File: config.mk
export PLATFORM = sky130hd
export DESIGN_NAME = irq_status_ctrl
export DESIGN_NICKNAME = d
export VERILOG_FILES = /design/src/rtl/irq_pkg.sv /design/src/rtl/irq_rst_sync.sv /design/src/rtl/irq_status_reg.sv /design/src/rtl/irq_mask_reg.sv /design/src/rtl/irq_out_gen.sv /design/src/rtl/irq_status_ctrl.sv
export SDC_FILE = /design/constraint.sdc
export NUM_CORES = 1
export LEC_CHECK = 0
export ABC_AREA = 1
export BUFFER_PORTS_ARGS = -buffer_cell sky130_fd_sc_hd__buf_2
export CAP_MARGIN = 20
export CORE_ASPECT_RATIO = 2
export CORE_MARGIN = 3
export CORE_UTILIZATION = 30
export CTS_BUF_LIST = sky130_fd_sc_hd__clkbuf_16
export DETAILED_ROUTE_END_ITERATION = 10
export HOLD_SLACK_MARGIN = 0.03
export MAX_ROUTING_LAYER = met4
export PLACE_DENSITY = 0.64
export REMOVE_ABC_BUFFERS = 1
export SLEW_MARGIN = 0
export SYNTH_ARGS = -nofsm -noshare
export SYNTH_HDL_FRONTEND = slang
export SYNTH_SLANG_ARGS = --single-unit
File: constraint.sdc
create_clock -name clk -period 0.9 [get_ports clk]
set_input_delay 0.045 -clock clk [delete_from_list [all_inputs] [get_ports clk]]
set_output_delay 0.045 -clock clk [all_outputs]
set_load 0.01 [all_outputs]
File: src/rtl/irq_pkg.sv
package irq_pkg;
  localparam int unsigned IRQ_W = 8;
  typedef logic [IRQ_W-1:0] irq_vec_t;
  localparam int unsigned BIT_TXE  = 2;
  localparam int unsigned BIT_DONE = 1;
  localparam irq_vec_t ACK_CLR_MASK = 8'hD6;
  localparam irq_vec_t STATUS_RST   = 8'h04;
  localparam irq_vec_t MASK_RST     = 8'h00;
endpackage

File: src/rtl/irq_rst_sync.sv
module irq_rst_sync #(
  parameter int unsigned STAGES = 2
) (
  input  logic clk,
  input  logic rst_n,
  output logic rst_sync_n
);
  logic [STAGES-1:0] sync_q;
  logic [STAGES-1:0] sync_d;

  always_comb begin
    sync_d = {sync_q[STAGES-2:0], 1'b1};
  end

  always_ff @(posedge clk or negedge rst_n) begin
    if (!rst_n) sync_q <= '0;
    else        sync_q <= sync_d;
  end

  assign rst_sync_n = sync_q[STAGES-1];
endmodule

File: src/rtl/irq_status_reg.sv
module irq_status_reg
  import irq_pkg::*;
#(
  parameter int unsigned W         = IRQ_W,
  parameter logic [W-1:0] CLR_MASK = ACK_CLR_MASK,
  parameter logic [W-1:0] RST_VAL  = STATUS_RST
) (
  input  logic         clk,
  input  logic         rst_n,
  input  logic [W-1:0] set_i,
  input  logic [W-1:0] live_i,
  input  logic         ack_we_i,
  input  logic [W-1:0] ack_data_i,
  output logic [W-1:0] status_d_o,
  output logic [W-1:0] status_q_o
);
  logic [W-1:0] stat_q;
  logic [W-1:0] stat_d;

  for (genvar b = 0; b < W; b++) begin : g_bit
    if (CLR_MASK[b]) begin : g_clr
      // clearable bit: set and live conditions win over a same-cycle clear
      always_comb begin
        stat_d[b] = set_i[b] | live_i[b] |
                    (stat_q[b] & ~(ack_we_i & ack_data_i[b]));
      end
    end else begin : g_sticky
      always_comb begin
        stat_d[b] = set_i[b] | live_i[b] | stat_q[b];
      end
    end

    always_ff @(posedge clk or negedge rst_n) begin
      if (!rst_n) stat_q[b] <= RST_VAL[b];
      else        stat_q[b] <= stat_d[b];
    end
  end

  assign status_d_o = stat_d;
  assign status_q_o = stat_q;
endmodule

File: src/rtl/irq_mask_reg.sv
module irq_mask_reg
  import irq_pkg::*;
#(
  parameter int unsigned W        = IRQ_W,
  parameter logic [W-1:0] RST_VAL = MASK_RST
) (
  input  logic         clk,
  input  logic         rst_n,
  input  logic         we_i,
  input  logic [W-1:0] data_i,
  output logic [W-1:0] mask_d_o,
  output logic [W-1:0] mask_q_o
);
  logic [W-1:0] msk_q;
  logic [W-1:0] msk_d;

  always_comb begin
    msk_d = msk_q;
    if (we_i) msk_d = data_i;
  end

  always_ff @(posedge clk or negedge rst_n) begin
    if (!rst_n)    msk_q <= RST_VAL;
    else if (we_i) msk_q <= msk_d;
  end

  assign mask_d_o = msk_d;
  assign mask_q_o = msk_q;
endmodule

File: src/rtl/irq_out_gen.sv
module irq_out_gen
  import irq_pkg::*;
#(
  parameter int unsigned W        = IRQ_W,
  parameter int unsigned POP_BIT  = BIT_DONE
) (
  input  logic         clk,
  input  logic         rst_n,
  input  logic [W-1:0] status_d_i,
  input  logic [W-1:0] mask_d_i,
  input  logic         ack_we_i,
  input  logic [W-1:0] ack_data_i,
  output logic         irq_o,
  output logic         pop_o
);
  logic irq_q, irq_d;
  logic pop_q, pop_d;

  always_comb begin
    irq_d = |(status_d_i & mask_d_i);
    pop_d = ack_we_i & ack_data_i[POP_BIT];
  end

  always_ff @(posedge clk or negedge rst_n) begin
    if (!rst_n) begin
      irq_q <= 1'b0;
      pop_q <= 1'b0;
    end else begin
      irq_q <= irq_d;
      pop_q <= pop_d;
    end
  end

  assign irq_o = irq_q;
  assign pop_o = pop_q;
endmodule

File: src/rtl/irq_status_ctrl.sv
module irq_status_ctrl
  import irq_pkg::*;
#(
  parameter int unsigned W         = IRQ_W,
  parameter int unsigned TXE_POS   = BIT_TXE,
  parameter int unsigned DONE_POS  = BIT_DONE,
  parameter logic [W-1:0] CLR_MASK = ACK_CLR_MASK,
  parameter int unsigned SYNC_STG  = 2
) (
  input  logic         clk,
  input  logic         rst_n,
  input  logic [W-1:0] evt_set_i,
  input  logic         txq_empty_i,
  input  logic         done_avail_i,
  input  logic         ack_we_i,
  input  logic [W-1:0] ack_data_i,
  input  logic         mask_we_i,
  input  logic [W-1:0] mask_data_i,
  output logic [W-1:0] status_o,
  output logic [W-1:0] mask_o,
  output logic         irq_o,
  output logic         done_pop_o
);
  logic         rst_sync_n;
  logic [W-1:0] live_vec;
  logic [W-1:0] status_d, mask_d;

  always_comb begin
    live_vec           = '0;
    live_vec[TXE_POS]  = txq_empty_i;
    live_vec[DONE_POS] = done_avail_i;
  end

  irq_rst_sync #(.STAGES(SYNC_STG)) u_rst (
    .clk(clk), .rst_n(rst_n), .rst_sync_n(rst_sync_n)
  );

  irq_status_reg #(.W(W), .CLR_MASK(CLR_MASK), .RST_VAL(STATUS_RST)) u_stat (
    .clk(clk), .rst_n(rst_sync_n), .set_i(evt_set_i), .live_i(live_vec),
    .ack_we_i(ack_we_i), .ack_data_i(ack_data_i),
    .status_d_o(status_d), .status_q_o(status_o)
  );

  irq_mask_reg #(.W(W), .RST_VAL(MASK_RST)) u_mask (
    .clk(clk), .rst_n(rst_sync_n), .we_i(mask_we_i), .data_i(mask_data_i),
    .mask_d_o(mask_d), .mask_q_o(mask_o)
  );

  irq_out_gen #(.W(W), .POP_BIT(DONE_POS)) u_out (
    .clk(clk), .rst_n(rst_sync_n), .status_d_i(status_d), .mask_d_i(mask_d),
    .ack_we_i(ack_we_i), .ack_data_i(ack_data_i),
    .irq_o(irq_o), .pop_o(done_pop_o)
  );
endmodule

==> results of run 1 <==
## what timing repair did
action / 4_1_cts / 5_1_grt
resized for setup: 5 / 1
setup endpoints to repair: 2 / 2
setup buffers: 1 / 1
endpoints found under the hold margin: 15 / 3
pin swaps: 9 / 1
## cells by family after synthesis
| group | synth area share [%] |
|---|---|
| other | 0.469 |
| AND/OR/NAND/NOR | 32.4 |
| flip-flops | 62.8 |
| buffers and inverters | 4.38 |
## cells in the mapped netlist
cell type	count	share of area [%]
buf_6	1	1.4
conb_1	1	0.47
dfrtp_1	19	59
dfstp_2	1	3.3
inv_1	4	1.9
inv_6	1	1.1
nand2_1	40	19
nand2_2	12	9.4
nor2_1	4	1.9
or2_2	3	2.3
## power breakdown
part           switching, mW  leakage, nW  internal (mW)  total, mW
Clock                  0.303       0.0385          0.591      0.894
Sequential            0.0268        0.219          0.953      0.980
Combinational          0.165        0.407          0.144      0.309
## registers in the layout, indices dropped and copies added (netlist names)
register	cells
u_out.pop_o	1
u_mask.mask_q_o	8
u_out.irq_o	1
u_rst.sync_q	2
u_stat.status_q_o	8
## layer usage
layer / up-vias / part of all wire, %
li1: 361 / -
met5: - / 0
met2: 22 / 60
met3: 2 / 5.6
met4: 0 / 1.2
met1: 339 / 33
## path summary, 6_finish.rpt
| check | startpoint | to | cells past startpoint |
|---|---|---|---|
| max | u_stat.status_q_o[3] | u_out.irq_o | 5 |
| min | evt_set_i[6] | u_stat.status_q_o[6] | 3 |
| max reg2reg | u_stat.status_q_o[3] | u_out.irq_o | 5 |
| min reg2reg | u_rst.sync_q[1] | u_stat.status_q_o[3] | 1 |
| max in group asynchronous | u_rst.sync_q[1] | u_stat.status_q_o[2] | 1 |
| min in group asynchronous | rst_n | u_rst.sync_q[1] | 2 |
## area by class of cell
class                           instances  area, um2  share of cell area (%)
Inverter                                5       23.8                    1.95
Clock inverter                          1       3.75                   0.308
Multi-Input combinational cell         60        275                    22.6
Tap cell                               27       33.8                    2.77
Timing Repair Buffer                   52        304                    25.0
Clock buffer                            3       75.1                    6.17
Sequential cell                        20        502                    41.2
## worst max-delay path, cell delays in order (launching register included)
cell,delay [ns]
dfrtp_1,0.37
or2_4,0.24
nand2_2,0.06
nand2_1,0.05
nor2_1,0.09
nand2_1,0.06
==> results summary, run 1 <==
After floorplanning, the core was sized to cover 2440 um2. The post-layout worst setup margin is -0.0776 ns. Dividing the detail-routed wire length by the instance count gives 11.8 um.

The via count of the first global-routing pass is 763. Counting every sink on the clock net gives 20. For this design the top-level I/O count stands at 48. The worst register-to-register path has a setup slack of -0.08 ns. Counting the buffers created by CTS gives 3. The total of warnings raised by yosys came out at 0. Setup repair after global routing could not meet its margin everywhere. Using the TritonRoute via totals, the vias-per-cell ratio works out to 4.31. The final setup TNS is -0.128 ns.

The final cell utilization of the core is 49.9%. In the finished design, the share of the clock period the worst path needs comes to 109%. The initial core utilization came out at 32.8%. The overall via count from detail_route is 724. The placed wire-length estimate came out at 1590 um. The number of max-slew violations in the final report is 0. The count of antenna diodes in the layout came out at 0. The global router's overall resource usage is 13.3%.

The largest buffer count on any clock path is 2. The share of the yosys chip area belonging to registers came out at 62.8%. The count of mapped cells out of synthesis came out at 86. The worst-skew pair later-pin latency is 0.25 ns. The leakage component of the power is 0.664 nW. met2 is the most crowded layer. After floorplanning, the core was divided into 25 placement rows. The checks that failed: negative setup slack.

The H-tree depth reported by CTS is 1. The area of the die is 3360 um2. The CTS tree is yes. The worst setup path is captured at a flop. The critical path is of the flop to flop type. The count of unique library cells instantiated by Yosys is 10. The power after layout came out at 2.18 mW.

Dividing total power by cell area gives a power density of 1790 nW/um2. The count of buffers inserted at the top-level ports came out at 44. CTS placed an instance of clkbuf_16 at the clock tree root. The top cell types in the final layout, fill and taps aside, are 43 x buf_2, 38 x nand2_1, 19 x dfrtp_1, 14 x nand2_2, 5 x buf_4. The total cell area at the placement stage is 1080 um2.

The clock-pin slew on the worst setup and hold paths came out at 0.05 ns. The tightest min-delay check is of the primary input to flop type. The met1 usage is 12.5%. The fraction of layout instances using a drive strength above 1 came out at 51.1%. The synthesis-stage register bit count is 20. Entering global routing, the biggest net connects 13 pins. The minimum setup slack after placement is -0.152 ns.

The die outline width is 42.5 um. The average instance area after synthesis is 9.30 um2. The last weighted congestion value of the routability-driven placer is 0.717.

The final net count is 172. The final-report hold violation count is 0. The synthesized area is 800 um2. The first-pass detailed-route iteration total is 3.

The minimum hold slack is 0.00783 ns. The post-detailed-route DRC marker count came out at 0. The first routing iteration left 5 violations. The number of maximum-capacitance violations came out at 0.

The area growth from synthesis to final layout came out at 52.3%. The data required time of the critical path came out at 1.04 ns. After detailed routing, the total wire length is 1970 um. The post-layout instance area is 1220 um2. The met3 track demand over resource in global routing came out at 2.27%. The initial antenna violation count was 0.

Based on the critical path, the design can be clocked at up to 1020 MHz. Leaving out fill and tap cells, the most frequent cell in the layout is buf_2. The hold buffer count at CTS is 2. The clock arrives with 0.00114 ns of skew. The worst vdd rail ir drop came out at 0.943 mV. Fill cells in the final layout number 255. The routing usage on met2 is 24.9%. The antenna violation net count after detailed routing came out at 0. The total overflow left after global routing is 0. The smallest clock period supported by the final layout is computed as 0.978 ns. The first-pass GRT wire length is 3250 um. In this run the worst path has a maximum fanout of 2. The final number of setup-violating endpoints came out at 3.

The die is 79.0 um tall. The critical path arrival came out at 1.11 ns. The final instance count without filler cells is 168. The startpoint class of the critical path is a flop. The number of placed instances with taps included came out at 160. The flow ran to the end, but the final reports show violations.
Power figures use the tool's default switching activity.
==> inputs of run 2 (changes only) <==
PLACE_DENSITY = 0.66   (was 0.64)
clock period = 0.8 ns   (was 0.9 ns; I/O delays follow)
==> results summary, run 2 (synthesis gave the netlist of run 1 again) <==
The last weighted congestion value of the routability-driven placer came out at 0.713 (-0.61%). The number of top-level pins came out at 48 (unchanged). The H-tree depth reported by CTS was 1 (unchanged). The highest attainable clock frequency came out at 1000 MHz (-1.8%). The sink count of the clock tree is 20 (unchanged).

The worst vdd rail ir drop is 1.16 mV (+23%). The sum of routed wire length over all layers was 1930 um (-2.1%). The worst setup path is of the flop to flop kind. The clock-pin slew on the worst setup and hold paths is 0.05 ns (about the same). The first-pass detailed-route iteration total is 2 (-1).

The final net count came out at 168 (-2.3%). The chip height came out at 79.0 um (unchanged). The power per cell area came out at 2020 nW/um2 (+12%). The area of combinational cells with multiple inputs is 278 um2 (+0.91%).

The CTS buffer count came out at 3 (unchanged). The count of antenna diodes in the layout is 0 (unchanged). The post-layout worst setup margin came out at -0.196 ns (-0.118 ns). Setup repair after global routing could not meet its margin everywhere. The most frequent standard cell in the layout excluding fill and tap cells is buf_2. The leakage component of the power came out at 0.660 nW (-0.63%). The placed wire-length estimate is 1460 um (-7.9%). The count of buffers inserted at the top-level ports is 44 (unchanged). The largest buffer count on any clock path came out at 2 (unchanged). The area of the die was 3360 um2 (unchanged). The number of filler instances in the final layout came out at 239 (-6.3%). The area growth from synthesis to final layout came out at 52.4%.

The type of the worst min-delay path is primary input to flop. The flow ran to the end, but the final reports show violations. The topmost layer with routed signal wires is met4.

The hold buffer count at CTS was 2 (unchanged). The pin count of the biggest net entering global routing came to 19 (+6). The via count of the first global-routing pass is 722 (-5.4%).

The final number of setup-violating endpoints came out at 12 (+9). The site row count came out at 25 (unchanged). The initial core utilization came out at 32.8% (unchanged). The power after layout is 2.46 mW (+13%). The final reports fail on negative setup slack. The global-route congestion overflow total came out at 0 (unchanged). The placeable core region was 2440 um2 (unchanged). The fraction of layout instances using a drive strength above 1 is 50.4% (-0.70 points). The total length of routed met3 wires is 127 um (+15%). The share of the cycle needed by the critical path after routing is 124% (+16 points). The number of maximum-capacitance violations is 0 (unchanged). The CTS tree is yes.

The number of max-slew violations in the final report came out at 0 (unchanged). The sort of element at the end of the critical path is a flop. The wire length on met2 was 1160 um (-2.8%). The mean number of vias per cell is 4.26 (-1.2%). Leaving out fill and tap cells, the most frequent cells in the layout are 39 x buf_2, 37 x nand2_1, 19 x dfrtp_1, 15 x nand2_2, 6 x buf_6.

The global router's overall resource usage came out at 13.3% (-0.048 points). The post-detailed-route DRC marker count came out at 0 (unchanged). The overall via count from detail_route is 698 (-3.6%). The DRC violation total after the first TritonRoute iteration is 10 (+5). The post-route met1 wirelength is 628 um (-2.6%).

The antenna violation net count after detailed routing came out at 0 (unchanged). The worst setup path is launched from a flop. The minimum hold slack came out at 0.00184 ns (-0.00598 ns). The critical path arrival came out at 1.13 ns (+0.02 ns). The initial antenna violation count came out at 0 (unchanged). The first-pass GRT wire length came out at 3260 um (+0.43%). The data required time of the critical path came out at 0.94 ns (-0.10 ns). The wire length per cell came to 11.8 um (+0.26%). The critical-path maximum fanout came out at 2 (unchanged). The final-report hold violation count came to 0 (unchanged). The die outline width is 42.5 um (unchanged).

The minimum setup slack after placement is -0.249 ns (-0.0969 ns). The tree is rooted in a clkbuf_16. The final worst clock skew was 0.00238 ns (+0.00123 ns). The worst-skew pair later-pin latency came out at 0.25 ns (about the same). The shortest clock period the worst path allows after layout is 0.996 ns (+0.0180 ns). The area of all sequential standard cells came out at 502 um2 (unchanged).
-- run 2: cell types whose count changed in the layout (fill, tap and decap cells not counted), sizes merged --
cell / previous run / this run
inv: 5 / 6
clkinv: 1 / 0
buf: 50 / 46
-- run 2: per-stage QoR --
step                utilization [%]  instances  setup TNS [ns]  cell area [um2]
detailed placement             43.5        157          -0.249             1060
CTS                            48.8        164          -0.486             1190
finish                         49.9        164          -0.455             1220
global route                   49.9        164          -0.911             1220
global placement               43.5        157          -0.231             1060
floorplan                         -         85          -0.312              788
-- run 2: timing repair --
item / CTS / global route
resized for setup: 6 / 6
buffers inserted: 1 / 0
endpoints found under the hold margin: 16 / 5
pin swaps: 9 / 2
setup endpoints to repair: 15 / 18
-- run 2: power by group --
group          switching [mW]  leakage, nW  internal, mW  total, mW
Combinational           0.185        0.399         0.172      0.356
Clock                   0.331       0.0423         0.664      0.995
Sequential             0.0336        0.219          1.07       1.11
Total                   0.550        0.660          1.91       2.46
-- run 2: worst paths after layout --
| path | from | to | slack, ns | cells after the start |
|---|---|---|---|---|
| setup / recovery | u_stat.status_q_o[5] | u_out.irq_o | -0.20 | 5 |
| min in group asynchronous | rst_n | u_rst.sync_q[1] | 0.10 | 2 |
| hold / removal | evt_set_i[4] | u_stat.status_q_o[4] | 0.002 | 3 |
| hold reg to reg | u_rst.sync_q[1] | u_mask.mask_q_o[5] | 0.19 | 1 |
| max in group asynchronous | u_rst.sync_q[1] | u_stat.status_q_o[2] | 0.39 | 1 |
| setup reg to reg | u_stat.status_q_o[5] | u_out.irq_o | -0.20 | 5 |
-- run 2: area by class of cell --
| class | instances | area share, % |
|---|---|---|
| inverters | 5 | 1.95 |
| clock buffers | 3 | 6.16 |
| well taps | 27 | 2.77 |
| multi-input cells | 60 | 22.8 |
| flip-flops and latches | 20 | 41.2 |
| clock inverters | 1 | 0.308 |
| repair buffers | 48 | 24.8 |
-- run 2: routing by layer --
metal  track usage [%]  up-vias
met5                 -        -
met4              5.61        0
met3              2.72        2
met2              24.3       25
met1              13.1      315
li1                  -      356
-- run 2: critical path, cell delays in order (launching register included) --
cell     delay, ns
dfrtp_1       0.38
or2_4         0.24
nand2_2       0.06
nand2_2       0.04
nor2_1        0.10
nand2_1       0.06
==> inputs of run 3 (changes only) <==
==> constraint.sdc (replaced) <==
create_clock -name clk -period 0.8 [get_ports clk]
set_input_delay 0.08 -clock clk [delete_from_list [all_inputs] [get_ports clk]]
set_output_delay 0.08 -clock clk [all_outputs]
set_load 0.01 [all_outputs]
==> results summary, run 3 (synthesis gave the netlist of run 1 again) <==
The via count of the first global-routing pass is 720 (-0.28%). The CTS buffer count came to 3 (unchanged). The die outline width is 42.5 um (unchanged). The combinational group share of total power came out at 13.9% (-0.6 points). The final reports fail on negative setup slack.

The worst hold path belongs to the class primary input to flop. The sort of element at the end of the critical path is a flop. The power per cell area was 2030 nW/um2 (+0.72%). The worst-skew pair later-pin latency is 0.25 ns (about the same). The count of buffers inserted at the top-level ports came out at 44 (unchanged). The initial antenna violation count was 0 (unchanged). Among all stages on the critical path, the largest delay is contributed by dfrtp_1. The sink count of the clock tree is 20 (unchanged).

The mean number of vias per cell came out at 4.24 (-0.43%). The data required time of the critical path came out at 0.94 ns (about the same). The worst hold path begins at evt_set_i[0]. TritonCTS built the clock tree. The overall via count from detail_route is 695 (-0.43%). In the layout the commonest cells are 40 x buf_2, 39 x nand2_1, 19 x dfrtp_1, 13 x nand2_2, 5 x buf_6. Leaving out fill and tap cells, the most frequent cell in the layout is buf_2. The last weighted congestion value of the routability-driven placer came out at 0.713 (unchanged). The DRC violation total after the first TritonRoute iteration is 7 (-3).

The cell seen most often among critical-path stages is nand2_1. The final setup TNS was -1.10 ns (-0.649 ns). The first-pass GRT wire length came to 3210 um (-1.7%). Walking the worst path, the cells encountered are or2_4, nand2_2, nand2_1, nor2_1, nand2_1. The number of top-level pins came to 48 (unchanged). The H-tree depth reported by CTS came out at 1 (unchanged). The share of the cycle needed by the critical path after routing is 121% (-3.8 points). The worst register-to-register path begins at u_stat.status_q_o[3].

The post-layout worst setup margin came out at -0.165 ns (+0.0306 ns). The number of max-slew violations in the final report is 0 (unchanged). The post-detailed-route DRC marker count is 0 (unchanged). The pin count of the biggest net entering global routing was 19 (unchanged). Setup repair after global routing could not meet its margin everywhere. The run finished, with violations left. The leakage component of the power is 0.655 nW (-0.64%). The switching power summed over all nets came to 550 uW (about the same).

The power after layout is 2.45 mW (-0.42%). The area growth from synthesis to final layout is 50.7%. The post-layout instance area was 1200 um2 (-1.1%). The placeable core region is 2440 um2 (unchanged).

The minimum hold slack came out at 0.0420 ns (+0.0402 ns). The final-report hold violation count is 0 (unchanged). The clock tree root driver cell is clkbuf_16. The peak per-stage delay on the critical path came out at 0.38 ns (about the same). The count of antenna diodes in the layout is 0 (unchanged). The proportion of power drawn by flip-flops and latches came out at 45.2% (+0.2 points). The initial core utilization is 32.8% (unchanged). The switching portion of total power came to 22.5% (+0.086 points). The internal power came out at 1.90 mW (-0.53%).

The antenna violation net count after detailed routing was 0 (unchanged). The largest buffer count on any clock path is 2 (unchanged). The fraction of layout instances using a drive strength above 1 was 49.6% (-0.73 points). The final cell utilization of the core came out at 49.4% (-0.56 points). The worst hold path stage count is 2 (-1). The clock network fraction of total power is 40.9% (+0.4 points). The first-pass detailed-route iteration total is 3 (+1). The final number of setup-violating endpoints is 20 (+8).

The final net count came out at 168 (unchanged). The number of placed instances with taps included came to 157 (unchanged). The highest attainable clock frequency came out at 1040 MHz (+3.2%). The clock-pin slew on the worst setup and hold paths came to 0.05 ns (about the same).

The global router's overall resource usage is 12.9% (-0.34 points). Tracing the worst setup path back leads to its startpoint at u_stat.status_q_o[3]. The worst-case register-to-register setup slack is -0.16 ns (+0.03 ns).

The total cell area at the placement stage came out at 1060 um2 (unchanged). The placed wire-length estimate came out at 1460 um (-0.55%). The number of maximum-capacitance violations came out at 0 (unchanged).

The minimum setup slack after placement was -0.251 ns (-0.00160 ns). The critical path start-end classification is flop to flop. The critical-path maximum fanout is 2 (unchanged). The worst reg-to-reg path cell count is 5 (unchanged). The final instance count without filler cells came out at 164 (unchanged). The chip height is 79.0 um (unchanged). The site row count came out at 25 (unchanged). The global-route congestion overflow total is 0 (unchanged).

The critical path arrival came out at 1.10 ns (-0.03 ns). The worst vdd rail ir drop came out at 1.08 mV (-6.7%). STA classifies the critical path startpoint as a flop.

The shortest clock period the worst path allows after layout came out at 0.965 ns (-0.0306 ns). The wire length per cell came to 11.1 um (-6.1%). The area of the die is 3360 um2 (unchanged).

The sum of routed wire length over all layers came out at 1820 um (-6.1%). The final worst clock skew came out at 0.00233 ns (-0.0000404 ns).
==> run 3: final timing paths <==
kind	end
min in group asynchronous	u_rst.sync_q[1]
hold reg to reg	u_mask.mask_q_o[5]
setup reg to reg	u_out.irq_o
max in group asynchronous	u_stat.status_q_o[2]
setup / recovery	u_out.irq_o
hold / removal	u_stat.status_q_o[0]
==> run 3: worst max-delay path, delay by kind of cell (launching register included) <==
| family | cells | cell delay (ns) |
|---|---|---|
| and+or+nand+nor | 5 | 0.48 |
| DFF | 1 | 0.38 |
==> run 3: layout make-up <==
type | count | area (um2)
clock buffers | 3 | 75.1
clock inverters | 1 | 3.75
fillers | 237 | 1230
inverters | 5 | 23.8
multi-input cells | 60 | 273
flip-flops and latches | 20 | 502
well taps | 27 | 33.8
repair buffers | 48 | 294
==> run 3: per-layer routing <==
| metal | track usage, % | vias up | wire (um) |
|---|---|---|---|
| li1 | - | 354 | - |
| met1 | 13.8 | 312 | 656 |
| met2 | 22.8 | 27 | 1020 |
| met3 | 2.27 | 2 | 118 |
| met4 | 5.61 | 0 | 21 |
| met5 | - | - | 0 |
==> run 3: what timing repair did <==
item                       in CTS  in global routing
hold endpoints to repair        2                  0
hold buffers                    1                  0
pin swaps                      10                  1
resized for setup               6                  3
setup endpoints to repair      20                 20
gates cloned                    0                  0
buffers inserted                2                  0
==> run 3: power by group through the flow <==
stage,logic (mW),registers [mW],clock network (mW)
CTS,0.342,1.10,1.04
detailed placement,0.329,1.12,0
global placement,0.322,1.12,0
global route,0.388,1.11,1.08
floorplan,0.118,1.16,0
finish,0.340,1.11,1.00
